==> src/rtl/rpc_pkg.sv <==
package rpc_pkg;
   localparam int SEL_W = 3;

   typedef enum logic [1:0] {
      DRV_FLOAT = 2'd0,
      DRV_HIGH  = 2'd1,
      DRV_LOW   = 2'd2
   } drive_e;

   function automatic int max2(input int a, input int b);
      return (a > b) ? a : b;
   endfunction
endpackage

==> src/rtl/rpc_refdiv.sv <==
module rpc_refdiv #(
   parameter int          SEL_W     = 3,
   parameter int          REF_CODES = 6,
   parameter int unsigned REF_DIV [REF_CODES] = '{75, 25, 15, 12, 6, 3}
) (
   input  logic             clk,
   input  logic             rst_n,
   input  logic             idle,
   input  logic [SEL_W-1:0] ref_sel,
   output logic             ref_tick
);
   function automatic int unsigned div_max();
      int unsigned m;
      m = 2;
      for (int i = 0; i < REF_CODES; i++)
         if (REF_DIV[i] > m) m = REF_DIV[i];
      return m;
   endfunction

   localparam int unsigned DIV_MAX = div_max();
   localparam int          CNT_W   = $clog2(DIV_MAX);

   logic [REF_CODES-1:0] code_hit;
   logic [CNT_W-1:0]     limit;
   logic                 code_ok;
   logic [CNT_W-1:0]     cnt;
   logic [SEL_W-1:0]     sel_q;
   logic                 sel_same;
   logic                 at_limit;

   // one decoder slice per supported code, each with its own range check
   for (genvar g = 0; g < REF_CODES; g++) begin : g_code
      if (REF_DIV[g] < 2) begin : g_bad
         $error("rpc_refdiv: ratio for code %0d must be at least 2", g);
      end
      assign code_hit[g] = (ref_sel == SEL_W'(g));
   end

   always_comb begin
      limit   = '0;
      code_ok = 1'b0;
      for (int i = 0; i < REF_CODES; i++) begin
         if (code_hit[i]) begin
            limit   = CNT_W'(REF_DIV[i] - 1);
            code_ok = 1'b1;
         end
      end
   end

   assign sel_same = (ref_sel == sel_q);
   assign at_limit = (cnt == limit);
   assign ref_tick = !idle && code_ok && sel_same && at_limit;

   always_ff @(posedge clk) begin
      if (!rst_n) begin
         cnt   <= '0;
         sel_q <= '0;
      end else begin
         sel_q <= ref_sel;
         if (idle || !code_ok || !sel_same || at_limit)
            cnt <= '0;
         else
            cnt <= cnt + 1'b1;
      end
   end
endmodule

==> src/rtl/rpc_pfd.sv <==
module rpc_pfd #(
   parameter int LEN_MAX = 5,
   parameter int LEN_W   = 3
) (
   input  logic             clk,
   input  logic             rst_n,
   input  logic             idle,
   input  logic             ref_tick,
   input  logic             osc_tick,
   output logic             up_q,
   output logic             dn_q,
   output logic [LEN_W-1:0] err_len
);
   logic             up_n;
   logic             dn_n;
   logic [LEN_W-1:0] len_n;

   always_comb begin
      up_n = up_q | osc_tick;
      dn_n = dn_q | ref_tick;
      if (up_n && dn_n) begin
         up_n = 1'b0;
         dn_n = 1'b0;
      end
      if (up_n || dn_n)
         len_n = (err_len == LEN_W'(LEN_MAX)) ? err_len : err_len + 1'b1;
      else
         len_n = '0;
   end

   always_ff @(posedge clk) begin
      if (!rst_n || idle) begin
         up_q    <= 1'b0;
         dn_q    <= 1'b0;
         err_len <= '0;
      end else begin
         up_q    <= up_n;
         dn_q    <= dn_n;
         err_len <= len_n;
      end
   end
endmodule

==> src/rtl/rpc_pump.sv <==
module rpc_pump
   import rpc_pkg::*;
#(
   parameter int DB_MIN = 2,
   parameter int LEN_W  = 3
) (
   input  logic             idle,
   input  logic             db_mode,
   input  logic             up_q,
   input  logic             dn_q,
   input  logic [LEN_W-1:0] err_len,
   output logic             pump_oe,
   output logic             pump_level
);
   logic   long_enough;
   drive_e drv;

   if (DB_MIN <= 1) begin : g_no_band
      assign long_enough = 1'b1;
   end else begin : g_band
      assign long_enough = (err_len >= LEN_W'(DB_MIN));
   end

   always_comb begin
      drv = DRV_FLOAT;
      if (!idle && (!db_mode || long_enough)) begin
         if (up_q)      drv = DRV_HIGH;
         else if (dn_q) drv = DRV_LOW;
      end
   end

   assign pump_oe    = (drv != DRV_FLOAT);
   assign pump_level = (drv == DRV_HIGH);
endmodule

==> src/rtl/rpc_unlock.sv <==
module rpc_unlock #(
   parameter int UNLOCK_LEN = 4,
   parameter int LEN_W      = 3
) (
   input  logic             clk,
   input  logic             rst_n,
   input  logic             flag_rd,
   input  logic [LEN_W-1:0] err_len,
   output logic             unlock_flag
);
   logic over;

   assign over = (err_len > LEN_W'(UNLOCK_LEN));

   always_ff @(posedge clk) begin
      if (!rst_n)       unlock_flag <= 1'b0;
      else if (over)    unlock_flag <= 1'b1;
      else if (flag_rd) unlock_flag <= 1'b0;
   end
endmodule

==> src/rtl/ref_phase_cmp.sv <==
module ref_phase_cmp
   import rpc_pkg::*;
#(
   parameter int          REF_CODES  = 6,
   parameter int unsigned REF_DIV [REF_CODES] = '{75, 25, 15, 12, 6, 3},
   parameter int          DB_MIN     = 2,
   parameter int          UNLOCK_LEN = 4
) (
   input  logic             clk,
   input  logic             rst_n,
   input  logic [SEL_W-1:0] ref_sel,
   input  logic             osc_tick,
   input  logic             db_mode,
   input  logic             pll_stop,
   input  logic             halt,
   input  logic             backup,
   input  logic             flag_rd,
   output logic             pump_oe,
   output logic             pump_level,
   output logic             unlock_flag
);
   localparam int LEN_MAX = max2(UNLOCK_LEN, DB_MIN) + 1;
   localparam int LEN_W   = $clog2(LEN_MAX + 1);

   if (REF_CODES < 1 || REF_CODES > (1 << SEL_W)) begin : g_bad_codes
      $error("ref_phase_cmp: REF_CODES must fit the select field");
   end
   if (DB_MIN < 1) begin : g_bad_db
      $error("ref_phase_cmp: DB_MIN must be at least 1");
   end
   if (UNLOCK_LEN < 1) begin : g_bad_unlock
      $error("ref_phase_cmp: UNLOCK_LEN must be at least 1");
   end

   logic             idle;
   logic             ref_tick;
   logic             up_q;
   logic             dn_q;
   logic [LEN_W-1:0] err_len;

   assign idle = pll_stop | halt | backup;

   rpc_refdiv #(.SEL_W(SEL_W), .REF_CODES(REF_CODES), .REF_DIV(REF_DIV)) u_div (
      .clk      (clk),
      .rst_n    (rst_n),
      .idle     (idle),
      .ref_sel  (ref_sel),
      .ref_tick (ref_tick)
   );

   rpc_pfd #(.LEN_MAX(LEN_MAX), .LEN_W(LEN_W)) u_pfd (
      .clk      (clk),
      .rst_n    (rst_n),
      .idle     (idle),
      .ref_tick (ref_tick),
      .osc_tick (osc_tick),
      .up_q     (up_q),
      .dn_q     (dn_q),
      .err_len  (err_len)
   );

   rpc_pump #(.DB_MIN(DB_MIN), .LEN_W(LEN_W)) u_pump (
      .idle       (idle),
      .db_mode    (db_mode),
      .up_q       (up_q),
      .dn_q       (dn_q),
      .err_len    (err_len),
      .pump_oe    (pump_oe),
      .pump_level (pump_level)
   );

   rpc_unlock #(.UNLOCK_LEN(UNLOCK_LEN), .LEN_W(LEN_W)) u_unl (
      .clk         (clk),
      .rst_n       (rst_n),
      .flag_rd     (flag_rd),
      .err_len     (err_len),
      .unlock_flag (unlock_flag)
   );
endmodule

==> config.mk <==
export PLATFORM = sky130hd
export DESIGN_NAME = ref_phase_cmp
export DESIGN_NICKNAME = d
export VERILOG_FILES = /design/src/rtl/rpc_pkg.sv /design/src/rtl/rpc_refdiv.sv /design/src/rtl/rpc_pfd.sv /design/src/rtl/rpc_pump.sv /design/src/rtl/rpc_unlock.sv /design/src/rtl/ref_phase_cmp.sv
export SDC_FILE = /design/constraint.sdc
export NUM_CORES = 1
export LEC_CHECK = 0
export ABC_AREA = 1
export BUFFER_PORTS_ARGS = -buffer_cell sky130_fd_sc_hd__buf_2
export CORE_MARGIN = 1
export CORE_UTILIZATION = 45
export CTS_CLUSTER_DIAMETER = 60
export CTS_CLUSTER_SIZE = 16
export DETAILED_ROUTE_END_ITERATION = 10
export HOLD_SLACK_MARGIN = 0.03
export PLACE_DENSITY = 0.65
export SLEW_MARGIN = 25
export SYNTH_ARGS = -nofsm -noshare
export SYNTH_HDL_FRONTEND = slang
export SYNTH_SLANG_ARGS = --single-unit
==> constraint.sdc <==
create_clock -name clk -period 3.9 [get_ports clk]
set_input_delay 0.78 -clock clk [delete_from_list [all_inputs] [get_ports clk]]
set_output_delay 0.78 -clock clk [all_outputs]
set_load 0.01 [all_outputs]
==> impl_metrics.toml, run 1 <==
[clock_network]
cts_resized = 0
cts_htree_levels = 1
cts_buffers = 3
cts_tree = "yes"
clk_pin_slew_ns = 0.09
clock-root-buffer = "clkbuf_4"
clockBufferDepth = 2
cts_setup_buffers = 0
cts_hold_buf = 0
clock-sinks = 16
clock_latency_ns = 0.28

[critical_path]
crit_arrival_ns = 1.49
cp-startpoint = "halt"
path_delay_family = "compound AO/OA/AOI/OAI gates"
path_buf_inv = 2
worst_setup_path_start_kind = "input pin"
crit_required_ns = 3.12
path_max_fanout = 3
path_cells = "buf_2 -> nor2_1 -> nand2_1 -> o21bai_1 -> a21oi_1 -> buf_2"
cp_slowest_stage_delay_ns = 0.19
worstReg2RegStart = "u_div.cnt[4]"
worst-setup-path-type = "input pin to output pin"
reg2reg_slack_ns = 2.13
cp_common_cell = "buf_2"
timing.rr.end = "u_pfd.err_len[2]"
critPathCaptureType = "output pin"
crit_cells = 6
worstRegToRegCells = 11
crit_end = "pump_oe"
cp_slowest_cell = "o21bai_1"

[detailed_routing]
wl_per_cell_um = 9.20
routed_wirelength_um = 1680
drt_iter0_markers = 9
vias = 858
firstDrtPassIters = 4
viasPerCell = 4.69
route.detailed.drc = 0
antenna_left = 0

[power]
switching_share_pct = 24.0
combPwrFrac_pct = 11.7
switchingPower_w = 0.0000742
p_leak_nw = 0.522
p_per_area_nw_per_um2 = 285
p_int_w = 0.000235
seqPwrFrac_pct = 53.8
power.clock.fraction_pct = 34.6
vdd_ir_drop_max_mv = 0.204

[floorplanning]
die_w_um = 48.5
core_area_um2 = 2000
initial_core_util_pct = 48.6
die_area_um2 = 2350
die_y_um = 48.5
rows = 16
num_io_pins = 14

[finish]
diodes = 0
area_growth_pct = 11.6
final_util_pct = 54.2
n_fill_cell = 218
nets = 173
multi_input_area_um2 = 532
regArea_um2 = 320
drive_gt1_share_pct = 19.2

[synthesis]
ys_ff_latch = 16
ys_warn_count = 0
syn_nets = 157
syn_avg_cell_area_um2 = 6.89
synth.distinct_cells = 24
syn_area_um2 = 972
synthCells = 141
synth_seq_area_share_pct = 32.9

[hold_path]
hp-class = "register to register"
min_from = "u_unl.unlock_flag"
min_path_cells = 2

[sta]
tightest_slew_ns = 0.211
slew_viol_final = 0
rsz0062_at_grt = "false"
max_freq_mhz = 440
hold_viol_final = 0
finalCritPeriodShare_pct = 58.3
setup_violations = 0
period_needed_ns = 2.27
skew_ns = 0.00132
tns_ns = 0
max_slew_margin_pct = 85.9

[run]
drv_cap = 0

[grt]
grt_pass1_vias = 789
grt_pass1_wl_um = 3060
gr-usage-all-layers_pct = 16.1
antenna_found_initial = 0
gr-total-overflow = 0
grt_max_degree = 11

[placement]
routabilityCongestion = 0.809
post-dp-hpwl_um = 1370
port-buffer-count = 13

[outcome]
status = "finished, final reports clean"
## power by group through the flow
stage	combinational, W	clock [W]	sequential [W]
final	0.0000362	0.000107	0.000166
after floorplan	0.0000277	0	0.000170
after global placement	0.0000352	0	0.000170
after detailed placement	0.0000363	0	0.000170
after CTS	0.0000365	0.000113	0.000167
after global routing	0.0000416	0.000117	0.000167
## worst register-to-register path: stages (launching register included)
cell and delay [ns]:
dfxtp_1 0.39, inv_1 0.09, nand2_1 0.07, nand2_1 0.05, nand2_1 0.05, nand2_1 0.05
nor2_2 0.16, nand4_1 0.10, nand2_1 0.11, ha_1 0.22, or2_2 0.32, a21oi_1 0.11
## cells in the mapped netlist (all sizes together)
library cell,number,area [um^2]
nand4,2,12.5
inv,26,97.6
nand2,36,143
nand3b,1,7.51
o21bai,1,7.51
or2,2,12.5
ha,5,62.6
and3,1,6.26
xnor2,3,26.3
nor2,22,97.6
dfxtp,16,320
o21ai,4,20.0
nand3,10,60.1
a21oi,5,25.0
buf,2,22.5
nor3,1,16.3
xor2,4,35.0
## worst min-delay path by stage
stage                              endpoint  slack (ns)
final                     u_unl.unlock_flag        0.47
after global routing      u_unl.unlock_flag        0.51
after CTS                 u_unl.unlock_flag        0.47
after detailed placement  u_unl.unlock_flag        0.46
after global placement    u_unl.unlock_flag        0.45
after floorplan                u_div.cnt[0]        0.44
## cell type report
| class | instances | share of cell area (%) |
|---|---|---|
| Clock buffer | 4 | 3.34 |
| Inverter | 26 | 9.00 |
| Multi-Input combinational cell | 97 | 49.0 |
| Sequential cell | 16 | 29.5 |
| Tap cell | 27 | 3.11 |
| Timing Repair Buffer | 13 | 6.00 |
## cells in the final DEF, fill, tap and decap left out, drive strengths merged
cell type and instances:
nor3 1, nand3 10, nand3b 1, dfxtp 16, nand4 2, nor2 22, a21oi 5, o21bai 1
o21ai 4, xor2 4, nand2 36, xnor2 3, ha 5, or2 2, clkbuf 4, and3 1
buf 13, inv 26
## registers in the layout, summed over array words and instances (netlist names)
| register | count |
|---|---|
| u_pfd.up_q | 1 |
| u_div.sel_q | 3 |
| u_pfd.dn_q | 1 |
| u_pfd.err_len | 3 |
| u_div.cnt | 7 |
| u_unl.unlock_flag | 1 |
## layer usage
metal | share of wire, % | wire length, um | up-vias | GRT usage, %
li1 | - | - | 463 | -
met1 | 51 | 860 | 384 | 20.1
met2 | 45 | 757 | 9 | 28.4
met3 | 3.0 | 51 | 2 | 1.89
met4 | 0.83 | 14 | 0 | 5.88
met5 | 0 | 0 | - | 0
## metrics by stage
step	total power (W)	instances	hold WS [ns]	worst slack, ns	instance area (um^2)
global route	0.000326	183	0.508	1.50	1080
CTS	0.000316	183	0.471	1.61	1080
global placement	0.000206	179	0.450	1.54	1050
detailed placement	0.000207	179	0.458	1.49	1050
floorplan	0.000198	141	0.441	1.73	972
finish	0.000310	183	0.466	1.63	1080
## logic make-up after synthesis
kind of cell             count (synthesis)  synth area share, %
AND/OR/NAND/NOR                         75                 36.6
flip-flops                              16                 32.9
XOR/XNOR                                 7                 6.31
AO/OA/AOI/OAI                           10                 5.40
adder cells (fa/ha/maj)                  5                 6.44
buffers and inverters                   28                 12.4
No activity file was read; power rests on OpenSTA's default activity.
==> inputs of run 2 (changes only) <==
--- a/config.mk
+++ b/config.mk
@@ -5,7 +5,7 @@
 export SDC_FILE = /design/constraint.sdc
 export NUM_CORES = 1
 export LEC_CHECK = 0
-export ABC_AREA = 1
+export ABC_AREA = 0
 export BUFFER_PORTS_ARGS = -buffer_cell sky130_fd_sc_hd__buf_2
 export CORE_MARGIN = 1
 export CORE_UTILIZATION = 45
@@ -13,7 +13,7 @@
 export CTS_CLUSTER_SIZE = 16
 export DETAILED_ROUTE_END_ITERATION = 10
 export HOLD_SLACK_MARGIN = 0.03
-export PLACE_DENSITY = 0.65
+export PLACE_DENSITY = 0.68
 export SLEW_MARGIN = 25
 export SYNTH_ARGS = -nofsm -noshare
 export SYNTH_HDL_FRONTEND = slang
==> constraint.sdc (replaced) <==
create_clock -name clk -period 1.9 [get_ports clk]
set_input_delay 0.38 -clock clk [delete_from_list [all_inputs] [get_ports clk]]
set_output_delay 0.38 -clock clk [all_outputs]
set_load 0.01 [all_outputs]
==> run 2 against run 1 <==
Effect of this change: the run now ends with negative setup slack left; sequential cell count stayed put; die area is 8.0% lower; worst hold slack worse by 0.11 ns; register-to-register slack worse by 2.2 ns; setup slack worse by 1.7 ns; critical endpoint is now u_pfd.err_len[1]; largest power group unchanged; highest routed layer unchanged.
==> impl_metrics.toml, run 2 <==
[sta]
slew_viol_final = 0
hold_viol_final = 0
setup_violations = 3
tightest_slew_ns = 0.447
layout_setup_ws_ns = -0.0503
skew_ns = 0.00369
period_needed_ns = 1.95
finalCritPeriodShare_pct = 103
max_slew_margin_pct = 70.0
rsz0062_at_grt = "true"
holdWs_ns = 0.352
max_freq_mhz = 513

[critical_path]
worstRegToRegCells = 6
critPathCaptureType = "register"
reg2reg_slack_ns = -0.05
crit_arrival_ns = 2.15
cp_slowest_cell = "nor4_1"
cp_common_cell = "a2111oi_4"
worstReg2RegStart = "u_div.cnt[2]"
path_max_fanout = 6
timing.rr.end = "u_pfd.err_len[1]"
cp-startpoint = "u_div.cnt[2]"
worst_setup_path_start_kind = "register"
crit_end = "u_pfd.err_len[1]"
cp_slowest_stage_delay_ns = 0.46
path_cells = "nor4_1 -> a31oi_2 -> a2111oi_4 -> a21o_1 -> ha_4 -> a2111oi_4"
crit_required_ns = 2.10
worst-setup-path-type = "register to register"

[hold_path]
hp-class = "input pin to register"
min_from = "flag_rd"

[detailed_routing]
wl_per_cell_um = 11.8
met1Wirelength_um = 871
top_layer_used = "met4"
routed_wirelength_um = 1770
wl_met3_um = 50
route.detailed.drc = 0
drt_iter0_markers = 7
firstDrtPassIters = 4
wl_met2_um = 834
antenna_left = 0
viasPerCell = 5.22
vias = 783

[synthesis]
synth.distinct_cells = 33
post-synth-top-area-fraction_pct = 36.0
syn_area_um2 = 891
yosysMostFrequentCell = "dfxtp_1"
synth_seq_area_share_pct = 36.0
synthTopCellsByArea = "dfxtp_1 36%, ha_1 7.0%, xnor2_1 6.9%, nor3_1 5.1%, o21ai_0 3.4%"
synth_top_cell_by_area = "dfxtp_1"
syn_nets = 116
syn_avg_cell_area_um2 = 8.91
ys_warn_count = 0
synthCells = 100
yosys_most_used_dff = "dfxtp_1"
ys_top_cells_by_count = "16 x dfxtp_1, 9 x nor3_1, 8 x nor2_1"
synth_async_sr_flop_share_pct = 0
ys_ff_latch = 16
synth_edf_count = 0

[power]
combPwrFrac_pct = 12.2
p_leak_nw = 0.430
p_int_w = 0.000498
seqPwrFrac_pct = 52.7
switching_share_pct = 23.2
vdd_ir_drop_max_mv = 0.429
switchingPower_w = 0.000151
power.clock.fraction_pct = 35.1
total_power_w = 0.000648
p_per_area_nw_per_um2 = 576

[floorplanning]
core_area_um2 = 1780
rows = 15
initial_core_util_pct = 50.0
die_y_um = 46.5
die_w_um = 46.5
die_area_um2 = 2160
num_io_pins = 14

[finish]
diodes = 0
top_regs = "u_div.cnt: 7 flops, u_div.sel_q: 3 flops, u_pfd.err_len: 3 flops"
drive_gt1_share_pct = 27.2
top_register = "u_div.cnt"
nets = 142
multi_input_area_um2 = 577
largest_reg_flops = 7
area_growth_pct = 26.3
n_fill_cell = 160
final_cell_mix = "15 x dfxtp_1, 13 x buf_2, 11 x buf_4"
mostFrequentLayoutCell = "dfxtp_1"
regArea_um2 = 322

[placement]
post-dp-hpwl_um = 1300
routabilityCongestion = 0.788
port-buffer-count = 13
dpl_worst_slack_ns = -0.232

[grt]
grt_max_degree = 10
antenna_found_initial = 0
grt_pass1_wl_um = 2770
gr-total-overflow = 0
gr-usage-all-layers_pct = 18.7
grt_pass1_vias = 643

[clock_network]
clockBufferDepth = 2
cts_tree = "yes"
cts_hold_buf = 0
clock_latency_ns = 0.29
cts_htree_levels = 1
clock-sinks = 16
cts_buffers = 3
clk_pin_slew_ns = 0.10
clock-root-buffer = "clkbuf_4"

[outcome]
failed_checks = "negative setup slack"
status = "finished with violations"

[run]
drv_cap = 0
-- run 2: worst min path at each step --
stage	end	slack, ns	cells after the start
floorplan	u_div.cnt[0]	0.47	1
finish	u_unl.unlock_flag	0.35	3
CTS	u_unl.unlock_flag	0.35	3
detailed placement	u_unl.unlock_flag	0.48	2
global route	u_unl.unlock_flag	0.36	3
global placement	u_unl.unlock_flag	0.46	2
-- run 2: per-stage QoR --
stage	utilization (%)	cell area, um^2	setup TNS, ns	instances
after floorplan	-	913	-0.369	100
after global placement	59.5	1060	-0.642	145
after detailed placement	59.5	1060	-0.746	145
after CTS	61.5	1100	0	149
after global routing	63.1	1120	-0.361	150
final	63.1	1120	-0.103	150
-- run 2: power by group through the flow --
stage / Clock, W / Combinational, W / Sequential, W
2_1_floorplan: 0 / 0.0000476 / 0.000349
3_3_place_gp: 0 / 0.0000744 / 0.000349
3_5_place_dp: 0 / 0.0000758 / 0.000350
4_1_cts: 0.000232 / 0.0000762 / 0.000342
5_1_grt: 0.000253 / 0.0000873 / 0.000342
6_report: 0.000228 / 0.0000788 / 0.000342
-- run 2: layer usage --
metal | track usage [%] | vias up
met3 | 5.88 | 2
li1 | - | 401
met4 | 7.06 | 0
met5 | 0 | -
met1 | 24.3 | 367
met2 | 28.3 | 13
-- run 2: cells by family (layout without fill, tap and decap cells) --
kind of cell             count (synthesis)  in the layout  share of synthesized area [%]
buffers and inverters                    6             31                           3.51
XOR/XNOR                                 9              9                           8.85
AO/OA/AOI/OAI                           17             17                           14.5
AND/OR/NAND/NOR                         47             47                           30.2
flip-flops                              16             16                           36.0
adder cells (fa/ha/maj)                  5              5                           7.02
-- run 2: timing repair --
action,in CTS,in global routing
setup endpoints to repair,1,3
setup buffers,0,1
pin swaps,2,4
resized for setup,0,3
-- run 2: area by class of cell --
class                           count  share of cell area (%)
Clock buffer                        4                    3.23
Inverter                            3                    1.00
Multi-Input combinational cell     78                    51.3
Sequential cell                    16                    28.6
Tap cell                           25                    2.78
Timing Repair Buffer               24                    13.1
-- run 2: critical path: cells and delay by family, from the launching register on --
family | cells | cell delay (ns)
DFF | 1 | 0.38
AOI/OAI and AO/OA | 4 | 0.80
adders and majority gates | 1 | 0.21
and+or+nand+nor | 1 | 0.46
==> inputs of run 3 (changes only) <==
--- a/config.mk
+++ b/config.mk
@@ -13,7 +13,7 @@
 export CTS_CLUSTER_SIZE = 16
 export DETAILED_ROUTE_END_ITERATION = 10
 export HOLD_SLACK_MARGIN = 0.03
-export PLACE_DENSITY = 0.68
+export PLACE_DENSITY = 0.71
 export SLEW_MARGIN = 25
 export SYNTH_ARGS = -nofsm -noshare
 export SYNTH_HDL_FRONTEND = slang
==> run 3 against run 2 <==
Effect of this change: the run still ends with negative setup slack left; sequential share of layout area shrank 0.50 points; critical path depth unchanged; clock skew about the same; combinational power increased by 6.1%; routed wire length is 4.6% higher; maximum frequency is 0.89% higher; power decreased by 0.41%; clock power shrank 4%; die area is the same; global-route usage rose by 1.2 points; largest cell class unchanged.
==> impl_metrics.toml, run 3 (synthesis results as in run 2) <==
[finish]
n_fill_cell = 151
top_regs = "u_div.cnt: 7 flops, u_div.sel_q: 3 flops, u_pfd.err_len: 3 flops"
area_growth_pct = 28.5
diodes = 0
mostFrequentLayoutCell = "dfxtp_1"
final_cell_mix = "15 x dfxtp_1, 13 x buf_2, 13 x buf_4"
top_register = "u_div.cnt"
nets = 144
largest_reg_flops = 7
fin_cells = 152
regArea_um2 = 322
multi_input_area_um2 = 582
drive_gt1_share_pct = 29.1
final_util_pct = 64.2

[floorplanning]
initial_core_util_pct = 50.0
die_w_um = 46.5
num_io_pins = 14
rows = 15
die_area_um2 = 2160
die_y_um = 46.5
core_area_um2 = 1780

[power]
vdd_ir_drop_max_mv = 0.387
p_leak_nw = 0.440
p_per_area_nw_per_um2 = 564

[critical_path]
path_cells = "nor4_1 -> a31oi_2 -> a2111oi_4 -> a21o_1 -> ha_4 -> a2111oi_4"
path_max_fanout = 6
crit_required_ns = 2.09
path_buf_inv = 0
cp_common_cell = "a2111oi_4"
path_delay_family = "compound AO/OA/AOI/OAI gates"
critPathCaptureType = "register"
cp_slowest_cell = "nor4_1"
worst_setup_path_start_kind = "register"
crit_arrival_ns = 2.12
worst-setup-path-type = "register to register"
cp_slowest_stage_delay_ns = 0.44

[sta]
finalCritPeriodShare_pct = 102
tns_ns = -0.0332
hold_viol_final = 0
tightest_slew_ns = 0.415
period_needed_ns = 1.93
rsz0062_at_grt = "true"
setup_violations = 1
max_freq_mhz = 517
layout_setup_ws_ns = -0.0332
max_slew_margin_pct = 72.1
slew_viol_final = 0
holdWs_ns = 0.352
skew_ns = 0.00353

[placement]
routabilityCongestion = 0.798
post-dp-hpwl_um = 1420
dpl_worst_slack_ns = -0.263
port-buffer-count = 13
dp.cells = 148

[detailed_routing]
wl_per_cell_um = 12.2
drt_iter0_markers = 12
firstDrtPassIters = 4
viasPerCell = 5.14
antenna_left = 0
route.detailed.drc = 0
routed_wirelength_um = 1850
vias = 781

[grt]
grt_max_degree = 10
gr-total-overflow = 0
antenna_found_initial = 0
grt_pass1_vias = 693
grt_pass1_wl_um = 2980
gr-usage-all-layers_pct = 19.8

[clock_network]
cts_hold_buf = 0
cts_htree_levels = 1
cts_buffers = 3
clock_latency_ns = 0.28
clock-sinks = 16
clockBufferDepth = 2
cts_tree = "yes"
clock-root-buffer = "clkbuf_4"
clk_pin_slew_ns = 0.09

[hold_path]
hp-class = "input pin to register"

[run]
drv_cap = 0

[outcome]
status = "finished with violations"
failed_checks = "negative setup slack"
## run 3: changes by cell type in the layout (fill, tap and decap cells not counted)
cell | previous run | this run
buf_4 | 11 | 13
nor3_1 | 9 | 8
nor3_2 | 0 | 1
## run 3: stage by stage
stage / total power, W / cell area [um^2]
CTS: 0.000652 / 1120
global route: 0.000679 / 1140
floorplan: 0.000397 / 913
detailed placement: 0.000430 / 1080
finish: 0.000646 / 1140
global placement: 0.000427 / 1080
## run 3: worst min-delay path, stage by stage
cell and delay [ns]:
buf_2 0.07, nand2b_1 0.08, a21boi_0 0.06
## run 3: where the power goes
group / leakage (nW) / total (W) / switching, W / internal, W
registers: 0.130 / 0.000342 / 0.00000223 / 0.000339
clock network: 0.0210 / 0.000220 / 0.000104 / 0.000117
logic: 0.289 / 0.0000836 / 0.0000390 / 0.0000446
total: 0.440 / 0.000646 / 0.000145 / 0.000501
## run 3: layout make-up
class / count / share of cell area (%)
sequential: 16 / 28.1
clock buffer: 4 / 3.17
inverter: 3 / 0.984
tap: 25 / 2.73
multi-input combinational: 78 / 50.8
timing repair buffer: 26 / 14.2
## run 3: per-layer routing
| layer | global-route usage (%) | vias up | part of all wire [%] | wire length (um) |
|---|---|---|---|---|
| li1 | - | 407 | - | - |
| met5 | 0 | - | 0 | 0 |
| met4 | 8.82 | 0 | 0.65 | 12 |
| met1 | 25.2 | 355 | 45 | 843 |
| met2 | 32.2 | 17 | 50 | 935 |
| met3 | 3.53 | 2 | 3.3 | 62 |
## run 3: worst paths after layout
check	startpoint	endpoint	slack [ns]	cells past startpoint
worst max register to register	u_div.cnt[2]	u_pfd.err_len[1]	-0.03	6
worst min register to register	u_unl.unlock_flag	u_unl.unlock_flag	0.48	2
worst max-delay path	u_div.cnt[2]	u_pfd.err_len[1]	-0.03	6
worst min-delay path	flag_rd	u_unl.unlock_flag	0.35	3
## run 3: what timing repair did
action,in CTS,in global routing
pin swaps,2,5
setup endpoints to repair,2,3
setup buffers,0,0
resized for setup,0,4
